--- src/rtl/frs_pkg.sv ---
package frs_pkg;

    typedef enum logic [1:0] {
        BOOT_IDLE,
        BOOT_PULSE,
        BOOT_RUN
    } boot_state_e;

    typedef struct packed {
        logic strobe;
        logic shift;
        logic last;
    } cap_ctrl_t;

    function automatic logic in_window(int unsigned pos, int unsigned width);
        return (pos >= 1) && (pos <= width);
    endfunction

endpackage

--- src/rtl/sync_pulse_gen.sv ---
module sync_pulse_gen
    import frs_pkg::*;
(
    input  logic clk,
    input  logic rst,
    output logic sync_n_o,
    output logic run_o
);

    boot_state_e state_q;

    always_ff @(negedge clk) begin
        if (rst) begin
            state_q  <= BOOT_IDLE;
            sync_n_o <= 1'b1;
        end else begin
            unique case (state_q)
                BOOT_IDLE: begin
                    state_q  <= BOOT_PULSE;
                    sync_n_o <= 1'b0;
                end
                BOOT_PULSE: begin
                    state_q  <= BOOT_RUN;
                    sync_n_o <= 1'b1;
                end
                default: begin
                    state_q  <= BOOT_RUN;
                    sync_n_o <= 1'b1;
                end
            endcase
        end
    end

    assign run_o = (state_q != BOOT_IDLE);

endmodule

--- src/rtl/frame_timer.sv ---
module frame_timer
    import frs_pkg::*;
#(
    parameter int unsigned FRAME_LEN     = 2560,
    parameter int unsigned WORD_W        = 24,
    parameter int unsigned SETTLE_FRAMES = 128
) (
    input  logic      clk,
    input  logic      rst,
    input  logic      run_i,
    output cap_ctrl_t ctrl_o,
    output logic      settled_o
);

    localparam int unsigned CNT_W = $clog2(FRAME_LEN);
    localparam int unsigned SET_W = (SETTLE_FRAMES < 1) ? 1 : $clog2(SETTLE_FRAMES + 1);
    localparam logic [CNT_W-1:0] POS_LAST = CNT_W'(FRAME_LEN - 1);
    localparam logic [CNT_W-1:0] POS_WORD = CNT_W'(WORD_W);
    localparam logic [SET_W-1:0] SET_END  = SET_W'(SETTLE_FRAMES);

    logic [CNT_W-1:0] pos_q;
    logic [CNT_W-1:0] pos_nxt;
    logic [SET_W-1:0] frames_q;
    logic             strobe_q;
    logic             shift_q;

    assign pos_nxt = (pos_q == POS_LAST) ? '0 : pos_q + 1'b1;

    always_ff @(negedge clk) begin
        if (rst) begin
            pos_q     <= POS_LAST;
            strobe_q  <= 1'b0;
            shift_q   <= 1'b0;
            frames_q  <= '0;
            settled_o <= 1'b0;
        end else if (run_i) begin
            pos_q    <= pos_nxt;
            strobe_q <= (pos_nxt == '0);
            shift_q  <= in_window(int'(pos_nxt), WORD_W);
            if ((pos_nxt == '0) && !settled_o) begin
                if (frames_q == SET_END) begin
                    settled_o <= 1'b1;
                end else begin
                    frames_q <= frames_q + 1'b1;
                end
            end
        end
    end

    always_comb begin
        ctrl_o.strobe = strobe_q;
        ctrl_o.shift  = shift_q;
        ctrl_o.last   = shift_q && (pos_q == POS_WORD);
    end

endmodule

--- src/rtl/word_shifter.sv ---
module word_shifter
    import frs_pkg::*;
#(
    parameter int unsigned WORD_W = 24
) (
    input  logic              clk,
    input  logic              rst,
    input  cap_ctrl_t         ctrl_i,
    input  logic              settled_i,
    input  logic              dout_i,
    output logic [WORD_W-1:0] data_o,
    output logic              valid_o
);

    logic [WORD_W-1:0] shreg_q;
    logic [WORD_W-1:0] shreg_nxt;

    assign shreg_nxt = {shreg_q[WORD_W-2:0], dout_i};

    always_ff @(negedge clk) begin
        if (rst) begin
            shreg_q <= '0;
            data_o  <= '0;
            valid_o <= 1'b0;
        end else begin
            valid_o <= 1'b0;
            if (ctrl_i.shift) begin
                shreg_q <= shreg_nxt;
            end
            if (ctrl_i.last && settled_i) begin
                data_o  <= shreg_nxt;
                valid_o <= 1'b1;
            end
        end
    end

endmodule

--- src/rtl/frame_readout_seq.sv ---
module frame_readout_seq
    import frs_pkg::*;
#(
    parameter int unsigned FRAME_LEN     = 2560,
    parameter int unsigned WORD_W        = 24,
    parameter int unsigned SETTLE_FRAMES = 128
) (
    input  logic              clk,
    input  logic              rst,
    input  logic              dout_i,
    output logic              sync_n_o,
    output logic              fsync_o,
    output logic              sclk_en_o,
    output logic [WORD_W-1:0] data_o,
    output logic              valid_o,
    output logic              settled_o
);

    initial begin
        if (FRAME_LEN < WORD_W + 2) $error("frame too short for one word");
    end

    logic      run;
    cap_ctrl_t ctrl;

    sync_pulse_gen u_boot (
        .clk      (clk),
        .rst      (rst),
        .sync_n_o (sync_n_o),
        .run_o    (run)
    );

    frame_timer #(
        .FRAME_LEN     (FRAME_LEN),
        .WORD_W        (WORD_W),
        .SETTLE_FRAMES (SETTLE_FRAMES)
    ) u_timer (
        .clk       (clk),
        .rst       (rst),
        .run_i     (run),
        .ctrl_o    (ctrl),
        .settled_o (settled_o)
    );

    word_shifter #(
        .WORD_W (WORD_W)
    ) u_shift (
        .clk       (clk),
        .rst       (rst),
        .ctrl_i    (ctrl),
        .settled_i (settled_o),
        .dout_i    (dout_i),
        .data_o    (data_o),
        .valid_o   (valid_o)
    );

    assign fsync_o   = ctrl.strobe;
    assign sclk_en_o = ctrl.shift;

endmodule

--- config.mk ---
export PLATFORM = sky130hd
export DESIGN_NAME = frame_readout_seq
export DESIGN_NICKNAME = d
export VERILOG_FILES = /design/src/rtl/frs_pkg.sv /design/src/rtl/sync_pulse_gen.sv /design/src/rtl/frame_timer.sv /design/src/rtl/word_shifter.sv /design/src/rtl/frame_readout_seq.sv
export SDC_FILE = /design/constraint.sdc
export NUM_CORES = 1
export LEC_CHECK = 0
export ABC_AREA = 1
export BUFFER_PORTS_ARGS = -buffer_cell sky130_fd_sc_hd__buf_2
export CELL_PAD_IN_SITES_DETAIL_PLACEMENT = 1
export CELL_PAD_IN_SITES_GLOBAL_PLACEMENT = 2
export CORE_MARGIN = 1.5
export CORE_UTILIZATION = 30
export CTS_BUF_LIST = sky130_fd_sc_hd__clkbuf_4
export CTS_CLUSTER_SIZE = 14
export DETAILED_ROUTE_END_ITERATION = 7
export PLACE_DENSITY = 0.74
export SLEW_MARGIN = 40
export SYNTH_ARGS = -nofsm -noshare
export SYNTH_HDL_FRONTEND = slang
export SYNTH_HIERARCHICAL = 1
export SYNTH_SLANG_ARGS = --single-unit
--- constraint.sdc ---
create_clock -name clk -period 2.2 [get_ports clk]
set_clock_uncertainty 0.05 [all_clocks]
set_input_delay 0.44 -clock clk [delete_from_list [all_inputs] [get_ports clk]]
set_output_delay 0.44 -clock clk [all_outputs]
set_load 0.005 [all_outputs]
== Word-level counts from Yosys, hierarchy flattened ==
Index checks and enable logic that the tools add are counted.

* Bits in registers: 74
* Bits of input ports: 3
* Output and inout port bits: 29
* Logic and storage cells: 32

* Add/subtract/negate cells: 2
* $lt $le $gt $ge: 2
* Eq/ne operators: 3
* Muxes and demuxes: 4
* Bitwise operators: 1
* Reduce and logical (&&, ||, !) cells: 10

{| class="wikitable"
|+ Operators by type and width
! kind !! number
|-
| $add A12 B1 Y12 const B || 1
|-
| $eq A12 B12 Y1 const B || 1
|-
| $eq A12 B5 Y1 const B || 1
|-
| $ge A12 B1 Y1 const B || 1
|-
| $le A12 B5 Y1 const B || 1
|-
| $logic_not A12 Y1 || 1
|-
| $mux W12 || 1
|-
| $add A8 B1 Y8 const B || 1
|-
| $eq A8 B8 Y1 const B || 1
|-
| $reduce_and A3 Y1 || 2
|-
| $logic_and A1 B1 Y1 || 4
|-
| $logic_not A2 Y1 || 1
|-
| $mux W1 || 2
|-
| $mux W2 || 1
|-
| $reduce_bool A2 Y1 || 1
|-
| $logic_not A1 Y1 || 1
|-
| $not A1 Y1 || 1
|}

== Depth between registers and ports, before layout ==
Gate-level depths: netlist (run 1).

* Depth after elaboration: 5
* Gate-level depth with buffers: 14
* Gate-level depth less buffers: 13

== Cells and area by module ==
The synthesis (run 1) kept the hierarchy.

{| class="wikitable"
|+ Modules (own cells, without submodules)
! module !! times used !! cells each !! area an instance (um^2) !! seq. area each (um^2)
|-
| word_shifter || 1 || 256 || 1821.7 || 960.9
|-
| frame_timer || 1 || 217 || 1407.6 || 460.4
|-
| sync_pulse_gen || 1 || 12 || 98.8 || 60.1
|}

==> results.json, run 1 <==
{
  "overflow": 0,
  "grt_pass1_vias": 3609,
  "routed_wl_um": 8690,
  "drive_above_1_share_pct": 21.6,
  "wire_per_inst_um": 11.6,
  "synth_top_family_by_area": "simple AND/OR/NAND/NOR gates",
  "place.gp.congestion": 0.795,
  "avgSynthCellArea_um2": 6.86,
  "pwr_density_cell_nw_per_um2": 837,
  "status": "complete, but fails checks",
  "synth_xor_area_share_pct": 1.05,
  "grt_pass1_wl_um": 15200,
  "synth_fp_nets": 493,
  "p_sw_share_pct": 35.2,
  "clkTransAtPathRegs_ns": 0.04,
  "nets": 615,
  "synth_compound_area_share_pct": 8.05,
  "max-cap-violations": 0,
  "postSynth.asyncResetShare_pct": 0,
  "vias": 3368,
  "cp_data_arrival_time_ns": 2.01,
  "final-seq-area_um2": 1530,
  "cts.path.max_buffers": 2,
  "num_io_pins": 32,
  "max_stage_delay_ns": 0.35,
  "power_frac_comb_pct": 16.5,
  "maxSlewHeadroom_pct": 54.8,
  "ant_nets": 0,
  "pwr-share-seq_pct": 39.7,
  "muxShareOfSynthArea_pct": 0,
  "critPathBufInv": 1,
  "hold_violations": 0,
  "core_area_um2": 10800,
  "p_sw_mw": 1.30,
  "postCtsHoldBufs": 0,
  "cts_tree": "built",
  "start_kind": "flop",
  "synth_fa_ha_area_share_pct": 1.88,
  "grtUsageTotal_pct": 16.2,
  "synth.distinct_cells": 29,
  "required_ns": 1.71,
  "synth_flop_cell": "dfxtp_1",
  "cts_sinks": 74,
  "htreeDepth": 3,
  "cp-end-kind": "primary output",
  "stdcell_area_um2": 4400,
  "area_growth_pct": 32.2,
  "dp_slack_ns": -0.0669,
  "drt_iter0_drc": 128,
  "die-height_um": 108,
  "ir_worst_vdd_mv": 0.351,
  "clock_latency_ns": 0.46,
  "pwr-share-clk_pct": 43.8,
  "path_cells": "buf_6",
  "setup_viol_count_final": 29,
  "dr.pass1.iters": 4,
  "hp-class": "flop to flop",
  "vias_per_cell": 4.48,
  "dpl-instance-area_um2": 3730,
  "die_area_um2": 11700,
  "path_delay_family": "flip-flops",
  "cts_root_buffer": "clkbuf_4",
  "die_x_um": 108,
  "synth_seq_cells": 74,
  "violations": "negative setup slack",
  "tightest_slew_ns": 0.677,
  "multiInputGateArea_um2": 1540,
  "yosysWarnings": 6,
  "nFillCells": 1431,
  "start_util_pct": 30.7,
  "rsz0062_at_grt": "true",
  "cp_max_fo": 2,
  "intPower_mw": 2.38,
  "worst_slack_ns": -0.304,
  "netlist_instances": 485,
  "yosys.area_share.simple_pct": 33.5,
  "io_buffer_count": 31,
  "route.detailed.drc": 0,
  "slew_violations": 0,
  "diodes": 0,
  "numCtsBuffers": 9,
  "ys_seq_area_share_pct": 44.5,
  "grt_max_degree": 27,
  "syn_area_um2": 3330,
  "slowest_stage": "dfxtp_4",
  "dpl.hpwl_um": 5910,
  "rows": 38,
  "power_leakage_nw": 2.54,
  "grt_antenna_before_repair": 0,
  "crit_type": "flop to primary output",
  "synth_edf_count": 0
}
## logic make-up (layout without fill, tap and decap cells)
logic type | after synthesis | after routing
AO/OA/AOI/OAI | 50 | 50
XOR/XNOR | 4 | 4
adder cells (fa/ha/maj) | 5 | 5
buffers and inverters | 81 | 208
flip-flops | 74 | 74
AND/OR/NAND/NOR | 271 | 271
## cells in the final DEF, fill, tap and decap left out, types with 5 or more instances in the layout
| master | count |
|---|---|
| a21oi_1 | 12 |
| o21ai_0 | 28 |
| nand4_1 | 7 |
| buf_4 | 27 |
| buf_2 | 20 |
| nor2_1 | 126 |
| inv_1 | 129 |
| nand3_1 | 20 |
| nand2_1 | 95 |
| nor3_1 | 5 |
| nand2_2 | 5 |
| buf_6 | 14 |
| dfxtp_1 | 41 |
| dfxtp_2 | 31 |
| clkbuf_4 | 9 |
## sequential cells by signal (all words and copies together), names as in the netlist
| signal | flops |
|---|---|
| u_shift/shreg_q | 23 |
| u_shift/data_o | 24 |
| u_timer/frames_q | 8 |
| u_boot/sync_n_o | 1 |
| u_timer/strobe_q | 1 |
| u_timer/pos_q | 12 |
| u_timer/shift_q | 1 |
| u_shift/valid_o | 1 |
| u_timer/settled_o | 1 |
| u_boot/state_q | 2 |
## synthesized netlist by cell type, types with 2 or more instances
library cell | count | area, um2
nand4_1 | 7 | 43.8
clkbuf_2 | 2 | 10.0
buf_2 | 4 | 20.0
o21ai_1 | 3 | 15.0
clkbuf_1 | 5 | 18.8
a21oi_1 | 12 | 60.1
nand2_2 | 2 | 12.5
o21ai_0 | 29 | 145
inv_1 | 56 | 210
xnor2_1 | 2 | 17.5
ha_1 | 5 | 62.6
buf_6 | 4 | 45.0
nor3_1 | 5 | 25.0
o211ai_1 | 2 | 15.0
nand3_1 | 22 | 110
dfxtp_1 | 74 | 1480
nand2_1 | 98 | 368
nor2_2 | 6 | 37.5
nand3_2 | 2 | 20.0
inv_2 | 3 | 11.3
nor2_1 | 126 | 473
nor4_1 | 2 | 12.5
buf_4 | 7 | 52.6
xor2_1 | 2 | 17.5
## final timing paths
path         slack [ns]                          start                          endpoint  cells past startpoint
min reg2reg        0.40   u_boot/state_q[0]$_SDFF_NP0_        u_boot/sync_n_o$_SDFF_NP1_                      2
max reg2reg        0.12  u_timer/pos_q[1]$_SDFFE_NP1P_  u_timer/frames_q[4]$_SDFFE_NP0P_                     12
max               -0.30   u_timer/shift_q$_SDFFE_NP0P_                         sclk_en_o                      1
min                0.40   u_boot/state_q[0]$_SDFF_NP0_        u_boot/sync_n_o$_SDFF_NP1_                      2
## timing repair
item / CTS / global route
pin swaps: 0 / 11
setup buffers: 1 / 2
setup endpoints to repair: 29 / 39
gates resized for setup: 25 / 39
## power groups by stage
stage	Combinational, mW	Sequential, mW	Clock [mW]
global placement	0.554	1.47	0.214
CTS	0.566	1.45	1.71
global route	0.692	1.46	1.88
floorplan	0.371	1.46	0.214
detailed placement	0.560	1.47	0.214
finish	0.608	1.46	1.61
## area by class of cell
class                   instances  share of cell area (%)
multi-input cells             330                    35.1
flip-flops and latches         74                    34.7
repair buffers                 62                    10.9
clock inverters                81                    8.93
inverters                      56                    4.84
well taps                     140                    3.98
clock buffers                   9                    1.54
## through the flow
step	total power, mW	utilization, %	std cells	hold slack [ns]	setup TNS [ns]
floorplan	2.05	-	485	0.368	0
global placement	2.24	34.5	662	0.382	-0.756
detailed placement	2.25	34.5	662	0.399	-1.39
CTS	3.73	39.0	750	0.410	-9.01
global route	4.03	40.6	752	0.427	-9.88
finish	3.68	40.6	752	0.400	-7.86
## routing by layer
metal | vias to the layer above | GRT usage, % | share of wire, %
li1 | 1742 | - | -
met1 | 1560 | 17.7 | 47
met2 | 58 | 26.6 | 48
met3 | 8 | 5.85 | 4.1
met4 | 0 | 10.1 | 1.3
met5 | - | 0 | 0
Power figures use the tool's default switching activity.
==> run 2, diff against run 1 <==
Settings changed: ABC_AREA 1 to not set, PLACE_DENSITY 0.74 to 0.68.
==> run 2 against run 1 <==
  * The flow still finishes with violations (negative setup slack)
  * Register-to-register slack lost 0.40 ns
  * Flip-flop and latch count unchanged
  * Clock power down 9.9%
  * Via count is 1.1% lower
==> results.json, run 2 <==
{
  "synth_flop_cell": "dfxtp_1",
  "netlist_instances": 377,
  "routed_wl_um": 10000,
  "avgSynthCellArea_um2": 9.09,
  "num_io_pins": 32,
  "dr.pass1.iters": 4,
  "top_regs": "u_shift/data_o x24, u_shift/shreg_q x23, u_timer/pos_q x12",
  "rows": 38,
  "wire_per_inst_um": 14.8,
  "postSynth.asyncResetShare_pct": 0,
  "max-cap-violations": 0,
  "status": "complete, but fails checks",
  "crit_type": "flop to primary output",
  "synth_edf_count": 0,
  "nFillCells": 1321,
  "start_kind": "flop",
  "yosysWarnings": 6,
  "worst_slack_ns": -0.327,
  "synth_area_leader_cell": "dfxtp_1",
  "synth_fp_nets": 385,
  "htreeDepth": 3,
  "cts_root_buffer": "clkbuf_4",
  "cts_sinks": 74,
  "rsz0062_at_grt": "true",
  "ys_seq_area_share_pct": 43.2,
  "numCtsBuffers": 9,
  "pwr_density_cell_nw_per_um2": 843,
  "final_common_cell": "inv_1",
  "synth_common_cells": "dfxtp_1, a21oi_1, nor2_1",
  "vias_per_cell": 4.93,
  "drive_above_1_share_pct": 36.0,
  "route.detailed.drc": 0,
  "path_cells": "buf_2",
  "slowest_stage": "dfxtp_2",
  "finalPower_mw": 4.26,
  "io_buffer_count": 31,
  "drt_iter0_drc": 145,
  "nets": 539,
  "die-height_um": 110,
  "hold_violations": 0,
  "critPathBufInv": 1,
  "max_stage_delay_ns": 0.34,
  "die_x_um": 110,
  "dpl.hpwl_um": 6320,
  "path_delay_family": "flip-flops",
  "grt_max_degree": 51,
  "area_growth_pct": 47.4,
  "clkTransAtPathRegs_ns": 0.06,
  "cp_data_arrival_time_ns": 2.04,
  "clock_latency_ns": 0.50,
  "die_area_um2": 12100,
  "hp-class": "flop to flop",
  "grt_pass1_vias": 3559,
  "cts.path.max_buffers": 2,
  "required_ns": 1.71,
  "place.gp.congestion": 0.782,
  "grt_pass1_wl_um": 16400,
  "cts_tree": "built",
  "setup_viol_count_final": 38,
  "largest_reg_flops": 24,
  "ant_nets": 0,
  "synth_top_area_share_pct": 43.2,
  "synth.distinct_cells": 52,
  "grtUsageTotal_pct": 17.6,
  "vias": 3331,
  "regMostFlops": "u_shift/data_o",
  "diodes": 0,
  "core_area_um2": 11000,
  "start_util_pct": 31.2,
  "syn_area_um2": 3430,
  "tightest_slew_ns": 0.549,
  "power_leakage_nw": 2.30,
  "grt_antenna_before_repair": 0,
  "yosysMostFrequentCell": "dfxtp_1",
  "synthTopCellsByArea": "dfxtp_1, a21bo_1, mux2i_1",
  "maxSlewHeadroom_pct": 63.1,
  "final_cell_mix": "inv_1, buf_4, dfxtp_1",
  "postCtsHoldBufs": 0,
  "overflow": 0,
  "cp_max_fo": 2,
  "synth_seq_cells": 74,
  "violations": "negative setup slack",
  "slew_violations": 0,
  "cp-end-kind": "primary output",
  "fin_util_pct": 46.0,
  "ir_worst_vdd_mv": 0.289
}
run 2: cell count changes in the layout (fill, tap and decap cells not counted), sizes merged, moves of 4 or more:
cell   change
nor2      -96
nand2     -84
nand3      +9
a21oi     +24
mux2       +4
o21ai     -19
nor3       +4
nor2b      +4
mux2i     +24
a21bo     +24
buf       +40
and3       +6
nand4      -4
inv       -46
run 2: tightest hold or removal path, cell delays in order (launching register included):
cell and delay (ns):
dfxtp_1 0.31, nand3_1 0.07, a21oi_1 0.05
run 2: kinds of logic (layout without fill, tap and decap cells):
family          count (synthesis)  count (layout)  synth area share (%)
flops                          74              74                  43.2
simple gates                  130             130                  19.2
fa+ha+maj                       5               5                  1.83
mux                            28              28                  8.32
buf+inv                        41             200                  6.68
xor+xnor                        4               4                  1.02
compound gates                 95              95                  19.7
run 2: cell type report:
class	instances	area, um2	area share, %
tap	140	175	3.47
sequential	74	1530	30.3
multi-input combinational	262	1960	38.8
clock buffer	9	67.6	1.34
clock inverter	81	353	6.98
timing repair buffer	102	935	18.5
inverter	8	30.0	0.594
run 2: worst paths after layout:
check / start / slack [ns] / end / depth (start not counted)
max reg2reg: u_timer/pos_q[1]$_SDFFE_NP1P_ / -0.28 / u_timer/frames_q[2]$_SDFFE_NP0P_ / 10
max: u_timer/shift_q$_SDFFE_NP0P_ / -0.33 / sclk_en_o / 1
min reg2reg: u_shift/shreg_q[5]$_SDFFE_NP0P_ / 0.40 / u_shift/data_o[6]$_SDFFE_NP0P_ / 2
min: u_shift/shreg_q[5]$_SDFFE_NP0P_ / 0.40 / u_shift/data_o[6]$_SDFFE_NP0P_ / 2
run 2: report_power, final:
group	internal, mW	switching, mW
Combinational	0.646	0.683
Sequential	1.41	0.0645
Clock	0.532	0.922
Total	2.59	1.67
run 2: layer usage:
metal | up-vias | share of wire [%] | track usage [%]
met5 | - | 0 | 0
met4 | 0 | 1.8 | 10.8
met3 | 14 | 5.0 | 7.23
met2 | 73 | 47 | 25.7
met1 | 1593 | 47 | 21.3
li1 | 1651 | - | -
run 2: metrics by stage:
| stage | worst slack (ns) | hold slack, ns | instance area, um2 | TNS (ns) | std cells |
|---|---|---|---|---|---|
| 6_report | -0.327 | 0.404 | 5050 | -10.07 | 676 |
| 2_1_floorplan | -0.0326 | 0.349 | 3510 | -0.0974 | 377 |
| 3_5_place_dp | -0.274 | 0.427 | 4170 | -8.38 | 579 |
| 4_1_cts | -0.372 | 0.414 | 4780 | -10.76 | 671 |
| 5_1_grt | -0.413 | 0.426 | 5050 | -13.33 | 676 |
| 3_3_place_gp | -0.137 | 0.421 | 4170 | -7.39 | 579 |
run 2: timing repair:
item | 4_1_cts | 5_1_grt
endpoints found under the hold margin | 0 | 0
pin swaps | 12 | 13
endpoints found under the setup margin | 40 | 40
setup buffers | 5 | 6
resized for setup | 54 | 46
